[src/rtl/ocmp_unit.sv]
module ocmp_unit #(
  parameter int W = 16
) (
  input  logic         clk,
  input  logic         rst_n,
  input  logic         tmr_en,
  input  logic [W-1:0] period,
  input  logic [W-1:0] cmp_r,
  input  logic [W-1:0] cmp_rs,
  input  logic [2:0]   mode,
  input  logic         mode_wr,
  input  logic         gpio_val,
  input  logic         fault_n,
  output logic         pin_out,
  output logic         irq,
  output logic [W-1:0] tmr_val,
  output logic         per_reset
);
  localparam logic [2:0] M_OFF = 3'd0, M_LOSHOT = 3'd1, M_HISHOT = 3'd2, M_TOG = 3'd3,
                         M_DLY = 3'd4, M_CONT = 3'd5, M_PWM = 3'd6, M_PWMF = 3'd7;

  logic [2:0]   mode_q;
  logic [W-1:0] tmr_q, rs_q, rs_d;
  logic         pin_q, pin_d, arm_q, arm_d, stg_q, stg_d, flt_q, flt_d, fd_q, irq_q, irq_d;
  logic         take_wr, pwm_q, hit_r, hit_rs, hit_sh, rise, fall;

  assign take_wr   = mode_wr && !tmr_en;
  assign pwm_q     = (mode_q == M_PWM) || (mode_q == M_PWMF);
  assign hit_r     = (tmr_q == cmp_r);
  assign hit_rs    = (tmr_q == cmp_rs);
  assign hit_sh    = (tmr_q == rs_q);
  assign per_reset = tmr_en && pwm_q && (tmr_q == period);
  assign pin_out   = (mode_q == M_OFF) ? gpio_val : pin_q;
  assign tmr_val   = tmr_q;
  assign irq       = irq_q;
  assign rise      = !pin_q && pin_d;
  assign fall      = pin_q && !pin_d;

  always_comb begin
    pin_d = pin_q;
    arm_d = arm_q;
    stg_d = stg_q;
    flt_d = flt_q;
    rs_d  = rs_q;
    irq_d = 1'b0;
    if (take_wr) begin
      flt_d = 1'b0;
      case (mode)
        M_LOSHOT:      begin pin_d = 1'b0; arm_d = 1'b1; end
        M_HISHOT:      begin pin_d = 1'b1; arm_d = 1'b1; end
        M_TOG:         pin_d = pin_out;
        M_DLY, M_CONT: begin pin_d = 1'b0; arm_d = 1'b1; stg_d = 1'b0; end
        M_PWM, M_PWMF: begin pin_d = (cmp_r != '0); rs_d = cmp_rs; end
        default:       ;
      endcase
    end else begin
      if (tmr_en) begin
        case (mode_q)
          M_LOSHOT: if (arm_q && hit_r) begin pin_d = 1'b1; arm_d = 1'b0; end
          M_HISHOT: if (arm_q && hit_r) begin pin_d = 1'b0; arm_d = 1'b0; end
          M_TOG:    if (hit_r) pin_d = !pin_q;
          M_DLY, M_CONT:
            if (arm_q) begin
              if (!stg_q && hit_r) begin
                pin_d = 1'b1;
                stg_d = 1'b1;
              end else if (stg_q && hit_rs) begin
                pin_d = 1'b0;
                stg_d = 1'b0;
                arm_d = (mode_q == M_CONT);
              end
            end
          M_PWM, M_PWMF:
            if (per_reset) begin
              pin_d = 1'b1;
              rs_d  = cmp_rs;
            end else if (hit_sh) begin
              pin_d = 1'b0;
            end
          default: ;
        endcase
      end
      if (mode_q == M_PWMF && !fault_n) flt_d = 1'b1;
      if (mode_q == M_PWMF && flt_d) pin_d = 1'b0;
      case (mode_q)
        M_LOSHOT:      irq_d = rise;
        M_HISHOT:      irq_d = fall;
        M_TOG:         irq_d = rise || fall;
        M_DLY, M_CONT: irq_d = fall;
        M_PWMF:        irq_d = fd_q && !fault_n;
        default:       irq_d = 1'b0;
      endcase
    end
  end

  always_ff @(posedge clk or negedge rst_n) begin
    if (!rst_n) begin
      mode_q <= M_OFF;
      tmr_q  <= '0;
      rs_q   <= '0;
      pin_q  <= 1'b0;
      arm_q  <= 1'b0;
      stg_q  <= 1'b0;
      flt_q  <= 1'b0;
      fd_q   <= 1'b1;
      irq_q  <= 1'b0;
    end else begin
      if (take_wr) mode_q <= mode;
      if (tmr_en) tmr_q <= per_reset ? '0 : tmr_q + 1'b1;
      rs_q  <= rs_d;
      pin_q <= pin_d;
      arm_q <= arm_d;
      stg_q <= stg_d;
      flt_q <= flt_d;
      fd_q  <= fault_n;
      irq_q <= irq_d;
    end
  end

  AST_MODE_HOLD: assert property (@(posedge clk) disable iff (!rst_n) tmr_en |=> $stable(mode_q));
  AST_OFF_QUIET: assert property (@(posedge clk) disable iff (!rst_n) (mode_q == M_OFF) |-> !irq);
  AST_SHOT_STAYS: assert property (@(posedge clk) disable iff (!rst_n)
    (mode_q == M_LOSHOT && pin_q && !mode_wr) |=> pin_q);
  AST_PWM_NOIRQ: assert property (@(posedge clk) disable iff (!rst_n)
    (mode_q == M_PWM && !mode_wr) |=> !irq);
  AST_FREE_RUN: assert property (@(posedge clk) disable iff (!rst_n)
    (tmr_en && !pwm_q) |=> tmr_q == $past(tmr_q) + 1'b1);
  AST_FAULT_LATCH: assert property (@(posedge clk) disable iff (!rst_n)
    (mode_q == M_PWMF && flt_q && !mode_wr) |=> !pin_out);
  AST_TMR_HOLD: assert property (@(posedge clk) disable iff (!rst_n) !tmr_en |=> $stable(tmr_q));
endmodule

[config.mk]
export PLATFORM = sky130hd
export DESIGN_NAME = ocmp_unit
export DESIGN_NICKNAME = d
export VERILOG_FILES = /design/src/rtl/ocmp_unit.sv
export SDC_FILE = /design/constraint.sdc
export NUM_CORES = 1
export LEC_CHECK = 0
export CAP_MARGIN = 20
export CORE_AREA = 2 2 80 82
export CTS_CLUSTER_DIAMETER = 30
export DETAILED_ROUTE_END_ITERATION = 8
export DIE_AREA = 0 0 82 84
export GPL_ROUTABILITY_DRIVEN = 0
export PLACE_DENSITY = 0.83
export SYNTH_ARGS = -nofsm -noshare
export SYNTH_HDL_FRONTEND = slang
export SYNTH_SLANG_ARGS = --single-unit
[constraint.sdc]
create_clock -name clk -period 3.45 [get_ports clk]
set_clock_uncertainty 0.05 [all_clocks]
set_input_delay 0.345 -clock clk [delete_from_list [all_inputs] [get_ports clk]]
set_output_delay 0.345 -clock clk [all_outputs]
set_load 0.005 [all_outputs]
==> results.cfg, run 1 <==
[setup_path]
critical_path_class = register to register
startpoint_type = register
crit_arrival_ns = 3.34
ff2ff_path_depth = 11
critPathCaptureType = register
cp_data_required_time_ns = 3.60
path_max_fanout = 6

[finish]
multi_input_area_mm2 = 0.00166
seq_area_mm2 = 0.00103
fin_util = 0.608
antenna_cells = 0
fillers = 532
syn2layout_area_growth_pct = 30.3
fin_nets = 420
layout-drive-gt1-share = 0.108

[global_routing]
antenna_found_initial = 0
grt_pass1_wl_um = 11800
grt_pass1_vias = 2451
track_usage = 0.225
grt_overflow_total = 0
grt_max_degree = 42

[clock_network]
cts_hold_buf = 0
clk_pin_slew_worst_paths_ns = 0.09
cts_resized = 0
numCtsBuffers = 5
post-cts-setup-buffers = 0
root_buffer = clkbuf_8
insertion_delay_ns = 0.30
cts.sinks = 41
tritoncts = built
cts.path.max_buffers = 2
cts_htree_levels = 2

[timing]
relSlewSlack = 0.376
fin_tns_setup_ns = 0
worstMarginPinSlew_ns = 0.936
timing.fmax_mhz = 314
drv_slew = 0
period_needed_ns = 3.18
grt_setup_unrepaired = no
setup_viol = 0
finalHoldViolCount = 0
fin_hold_ws_ns = 0.119
period_share = 0.923
setup_ws_ns = 0.266

[yosys]
syn_inst = 294
synth_edf_count = 0
syn-num-nets = 353
yosysUniqueCellTypes = 42
ys_warn_count = 0
ys_seq_area_frac = 0.361
netlist_area_mm2 = 0.00285
synth_flop_cell = dfrtp_1
ys_seq_elements = 41
syn_area_per_cell_um2 = 9.68
synthArstFlopShare = 1.00

[drt]
num_vias = 2467
ant_nets = 0
drtPass1Iterations = 4
drtIter0Drc = 207
drc = 0
routed_via_density = 5.62
wl_per_cell_um = 17.1
wirelength_um = 7520

[power]
cellPowerDensity_mw_per_mm2 = 433
ir_worst_vdd_v = 0.000237
p_leak_nw = 1.57
power.total_mw = 1.60

[place]
pre_cts_slack_ns = 0.127
hpwl_um = 5870
numPortBuffers = 75

[die]
start_util = 0.467
num_rows = 29
die_y_um = 84
ios = 76
core_area_mm2 = 0.00610
dieArea_mm2 = 0.00689
dieWidth_um = 82

[outcome]
outcome = finished clean

[min_path]
hold_path.class = primary input to async pin

[run]
drv_cap = 0
==> placed cells by master (no fill, tap or decap), drive strengths merged, types with 2 or more instances in the layout <==
cell type and count:
inv 7, mux2 18, a32o 2, nand3b 2
nor2 25, nand2b 2, clkbuf 5, ha 2
xnor2 28, nand4b 2, nand3 13, dfrtp 40
nor2b 2, nand4 11, a41oi 2, buf 10
o21ai 11, nand2 14, nor4 16, a21oi 5
and3 2, a31o 2, xor2 51, clkdlybuf4s50 74
==> cell families (layout without fill, tap and decap cells) <==
family	Yosys count	in the layout	synth area share
buf+inv	30	98	0.0563
compound gates	32	32	0.0756
fa+ha+maj	2	2	0.00879
flops	41	41	0.361
mux	19	19	0.0879
simple gates	91	91	0.167
xor+xnor	79	79	0.243
==> synth_stat cells (2+ instances only) <==
cell type   n  area (um2)
nor2b_1     2        12.5
nand4_1    11        68.8
mux2_4     10         150
mux2_2      8        90.1
buf_2      13        65.1
nand2_1    14        52.6
o21ai_0    11        55.1
nand3_1    13        65.1
buf_6       2        22.5
a41oi_1     2        17.5
nor4_1     15        93.8
xor2_1     51         447
nor2_1     25        93.8
dfrtp_1    40        1000
inv_1       6        22.5
nand4b_1    2        17.5
xnor2_1    28         245
clkbuf_1    8        30.0
a21oi_1     5        25.0
nand2b_1    2        12.5
a32o_1      2        20.0
ha_1        2        25.0
and3_1      2        12.5
nand3b_1    2        15.0
==> sequential cells by signal, summed over array words and instances (netlist names) <==
register  count
tmr_val      16
flt_q         1
irq           1
arm_q         1
mode_q        3
pin_q         1
fd_q          1
stg_q         1
rs_q         16
==> stage by stage <==
stage,std cells,instance area (um2)
finish,439,3710
global route,439,3710
CTS,439,3710
detailed placement,431,3620
global placement,431,3620
floorplan,294,2850
==> final cells by class <==
cell class | instances | area share
Clock buffer | 5 | 0.0186
Clock inverter | 3 | 0.00574
Tap cell | 77 | 0.0260
Multi-Input combinational cell | 223 | 0.447
Sequential cell | 41 | 0.277
Timing Repair Buffer | 84 | 0.219
Inverter | 6 | 0.00607
==> routing by layer <==
metal | GRT usage | wire (um)
met5 | 0 | 0
met4 | 0.0848 | 190
met3 | 0.0390 | 480
met2 | 0.364 | 3650
met1 | 0.296 | 3200
==> report_power, final <==
part	total (mW)	internal [mW]	switching, mW
clock network	0.328	0.144	0.184
registers	0.702	0.562	0.140
logic	0.575	0.343	0.232
total	1.60	1.05	0.556
==> worst paths after layout <==
path | startpoint | endpoint | slack, ns
setup / recovery | tmr_val[15]$_DFFE_PN0P_ | irq$_DFF_PN0_ | 0.27
hold / removal | rst_n | arm_q$_DFFE_PN0P_ | 0.12
setup reg to reg | tmr_val[15]$_DFFE_PN0P_ | irq$_DFF_PN0_ | 0.27
hold reg to reg | rs_q[14]$_DFFE_PN0P_ | rs_q[14]$_DFFE_PN0P_ | 0.49
max in group asynchronous | rst_n | rs_q[9]$_DFFE_PN0P_ | 2.64
min in group clk | fault_n | fd_q$_DFF_PN1_ | 0.42
==> critical path, stage by stage, from the launching register on <==
cell      delay [ns]
dfrtp_1         0.52
xor2_1          0.22
nor4_1          0.37
nand4_1         0.27
a31oi_1         0.26
nand4b_1        0.18
a32o_1          0.26
ha_1            0.27
o21ai_0         0.15
a22o_1          0.17
a22oi_1         0.09
a311oi_1        0.27
Power figures use the tool's default switching activity.
==> run 2, diff against run 1 <==
Settings changed: GPL_ROUTABILITY_DRIVEN 0 to unset.
==> run 2 against run 1 <==
  * Cell count unchanged
  * Non-clock buffer count unchanged
  * Count of clock-buffer cells in the layout grew 1
  * Highest routed layer unchanged
  * Clock power increased by 18%
==> results.cfg, run 2 (same netlist as run 1, synthesis figures left out) <==
[outcome]
outcome = finished clean

[finish]
syn2layout_area_growth_pct = 30.9
fin_util = 0.611
multi_input_area_mm2 = 0.00166
fillers = 506
seq_area_mm2 = 0.00103
final_common_cell = clkdlybuf4s50_1
final_cell_mix = clkdlybuf4s50_1 (74), xor2_1 (51), dfrtp_1 (40), xnor2_1 (28), nor2_1 (25)
fin_nets = 420
layout-drive-gt1-share = 0.105
antenna_cells = 0
stdcell_count = 439

[drt]
num_vias = 2438
wl_per_cell_um = 16.8
drtIter0Drc = 193
routed_via_density = 5.55
wirelength_um = 7390
drc = 0
drtPass1Iterations = 4
ant_nets = 0

[die]
core_area_mm2 = 0.00610
num_rows = 29
dieArea_mm2 = 0.00689
dieWidth_um = 82
ios = 76
start_util = 0.467
die_y_um = 84

[setup_path]
cp_data_required_time_ns = 3.05
ff2ff_path_depth = 12
crit_buf_inv = 2
cp_slowest_cell = clkdlybuf4s50_1
critPathTopFamily = simple AND/OR/NAND/NOR gates
cp_cell_sequence = xor2_1 -> nor4_1 -> nand2_1 -> nor4_4 -> buf_4 -> clkdlybuf4s50_1
worst-path-stages = 6
path_max_fanout = 18
crit_arrival_ns = 2.71
critPathCaptureType = output pin
startpoint_type = register
critical-path-max-stage-delay_ns = 0.54
critical_path_class = register to output pin

[clock_network]
cts_htree_levels = 2
tritoncts = built
numCtsBuffers = 5
clk_pin_slew_worst_paths_ns = 0.08
insertion_delay_ns = 0.30
post-cts-setup-buffers = 0
cts_hold_buf = 0
root_buffer = clkbuf_8
cts.sinks = 41
cts_resized = 0
cts.path.max_buffers = 2

[global_routing]
grt_max_degree = 42
grt_overflow_total = 0
grt_pass1_wl_um = 11800
antenna_found_initial = 0
track_usage = 0.223
grt_pass1_vias = 2346

[place]
hpwl_um = 5760
pre_cts_slack_ns = 0.132
place.gp.congestion = 0.832
dp_cells = 431
numPortBuffers = 75

[timing]
relSlewSlack = 0.379
timing.fmax_mhz = 322
setup_ws_ns = 0.340
finalHoldViolCount = 0
fin_tns_setup_ns = 0
drv_slew = 0
worstMarginPinSlew_ns = 0.932
period_share = 0.901
grt_setup_unrepaired = no
setup_viol = 0
period_needed_ns = 3.11

[power]
combPwrFrac = 0.346
power_frac_clock = 0.232
p_switching_mw = 0.545
power_frac_seq = 0.422
cellPowerDensity_mw_per_mm2 = 447
ir_worst_vdd_v = 0.000238
power.total_mw = 1.66
intPower_mw = 1.12
swShare = 0.327
p_leak_nw = 1.58

[min_path]
hold_path.class = primary input to async pin

[run]
drv_cap = 0
-- run 2: cell type report --
| class | instances | area share |
|---|---|---|
| Inverter | 6 | 0.00604 |
| Clock inverter | 2 | 0.00940 |
| Tap cell | 77 | 0.0259 |
| Timing Repair Buffer | 84 | 0.218 |
| Sequential cell | 41 | 0.276 |
| Clock buffer | 6 | 0.0195 |
| Multi-Input combinational cell | 223 | 0.445 |
-- run 2: per-stage QoR --
stage / cell area, um2 / hold WS, ns
5_1_grt: 3730 / 0.209
6_report: 3730 / 0.124
3_3_place_gp: 3620 / 0.435
4_1_cts: 3730 / 0.166
3_5_place_dp: 3620 / 0.452
2_1_floorplan: 2850 / -0.000591
-- run 2: per-layer routing --
metal	global-route usage	wire (um)	vias up
li1	-	-	1146
met1	0.302	3140	1169
met2	0.356	3580	112
met3	0.0390	524	11
met4	0.0773	136	0
met5	0	0	-
-- run 2: power by group through the flow --
stage	clock network (mW)	registers, mW	logic, mW
2_1_floorplan	0	0.617	0.409
3_3_place_gp	0	0.704	0.561
3_5_place_dp	0	0.711	0.577
4_1_cts	0.390	0.701	0.580
5_1_grt	0.412	0.713	0.633
6_report	0.386	0.702	0.575
-- run 2: worst register-to-register path, delay by kind of cell (launching register included) --
| kind | cells | cell delay [ns] |
|---|---|---|
| fa+ha+maj | 1 | 0.26 |
| simple gates | 5 | 0.94 |
| flops | 1 | 0.64 |
| xor+xnor | 1 | 0.18 |
| compound gates | 5 | 0.91 |
-- run 2: worst paths after layout --
check                                  startpoint  slack, ns                   end
hold reg to reg               rs_q[4]$_DFFE_PN0P_       0.48   rs_q[4]$_DFFE_PN0P_
setup / recovery           tmr_val[8]$_DFFE_PN0P_       0.34             per_reset
setup reg to reg           tmr_val[6]$_DFFE_PN0P_       0.37         irq$_DFF_PN0_
max in group asynchronous                   rst_n       2.63  rs_q[12]$_DFFE_PN0P_
min in group clk                          fault_n       0.43        fd_q$_DFF_PN1_
hold / removal                              rst_n       0.12     arm_q$_DFFE_PN0P_
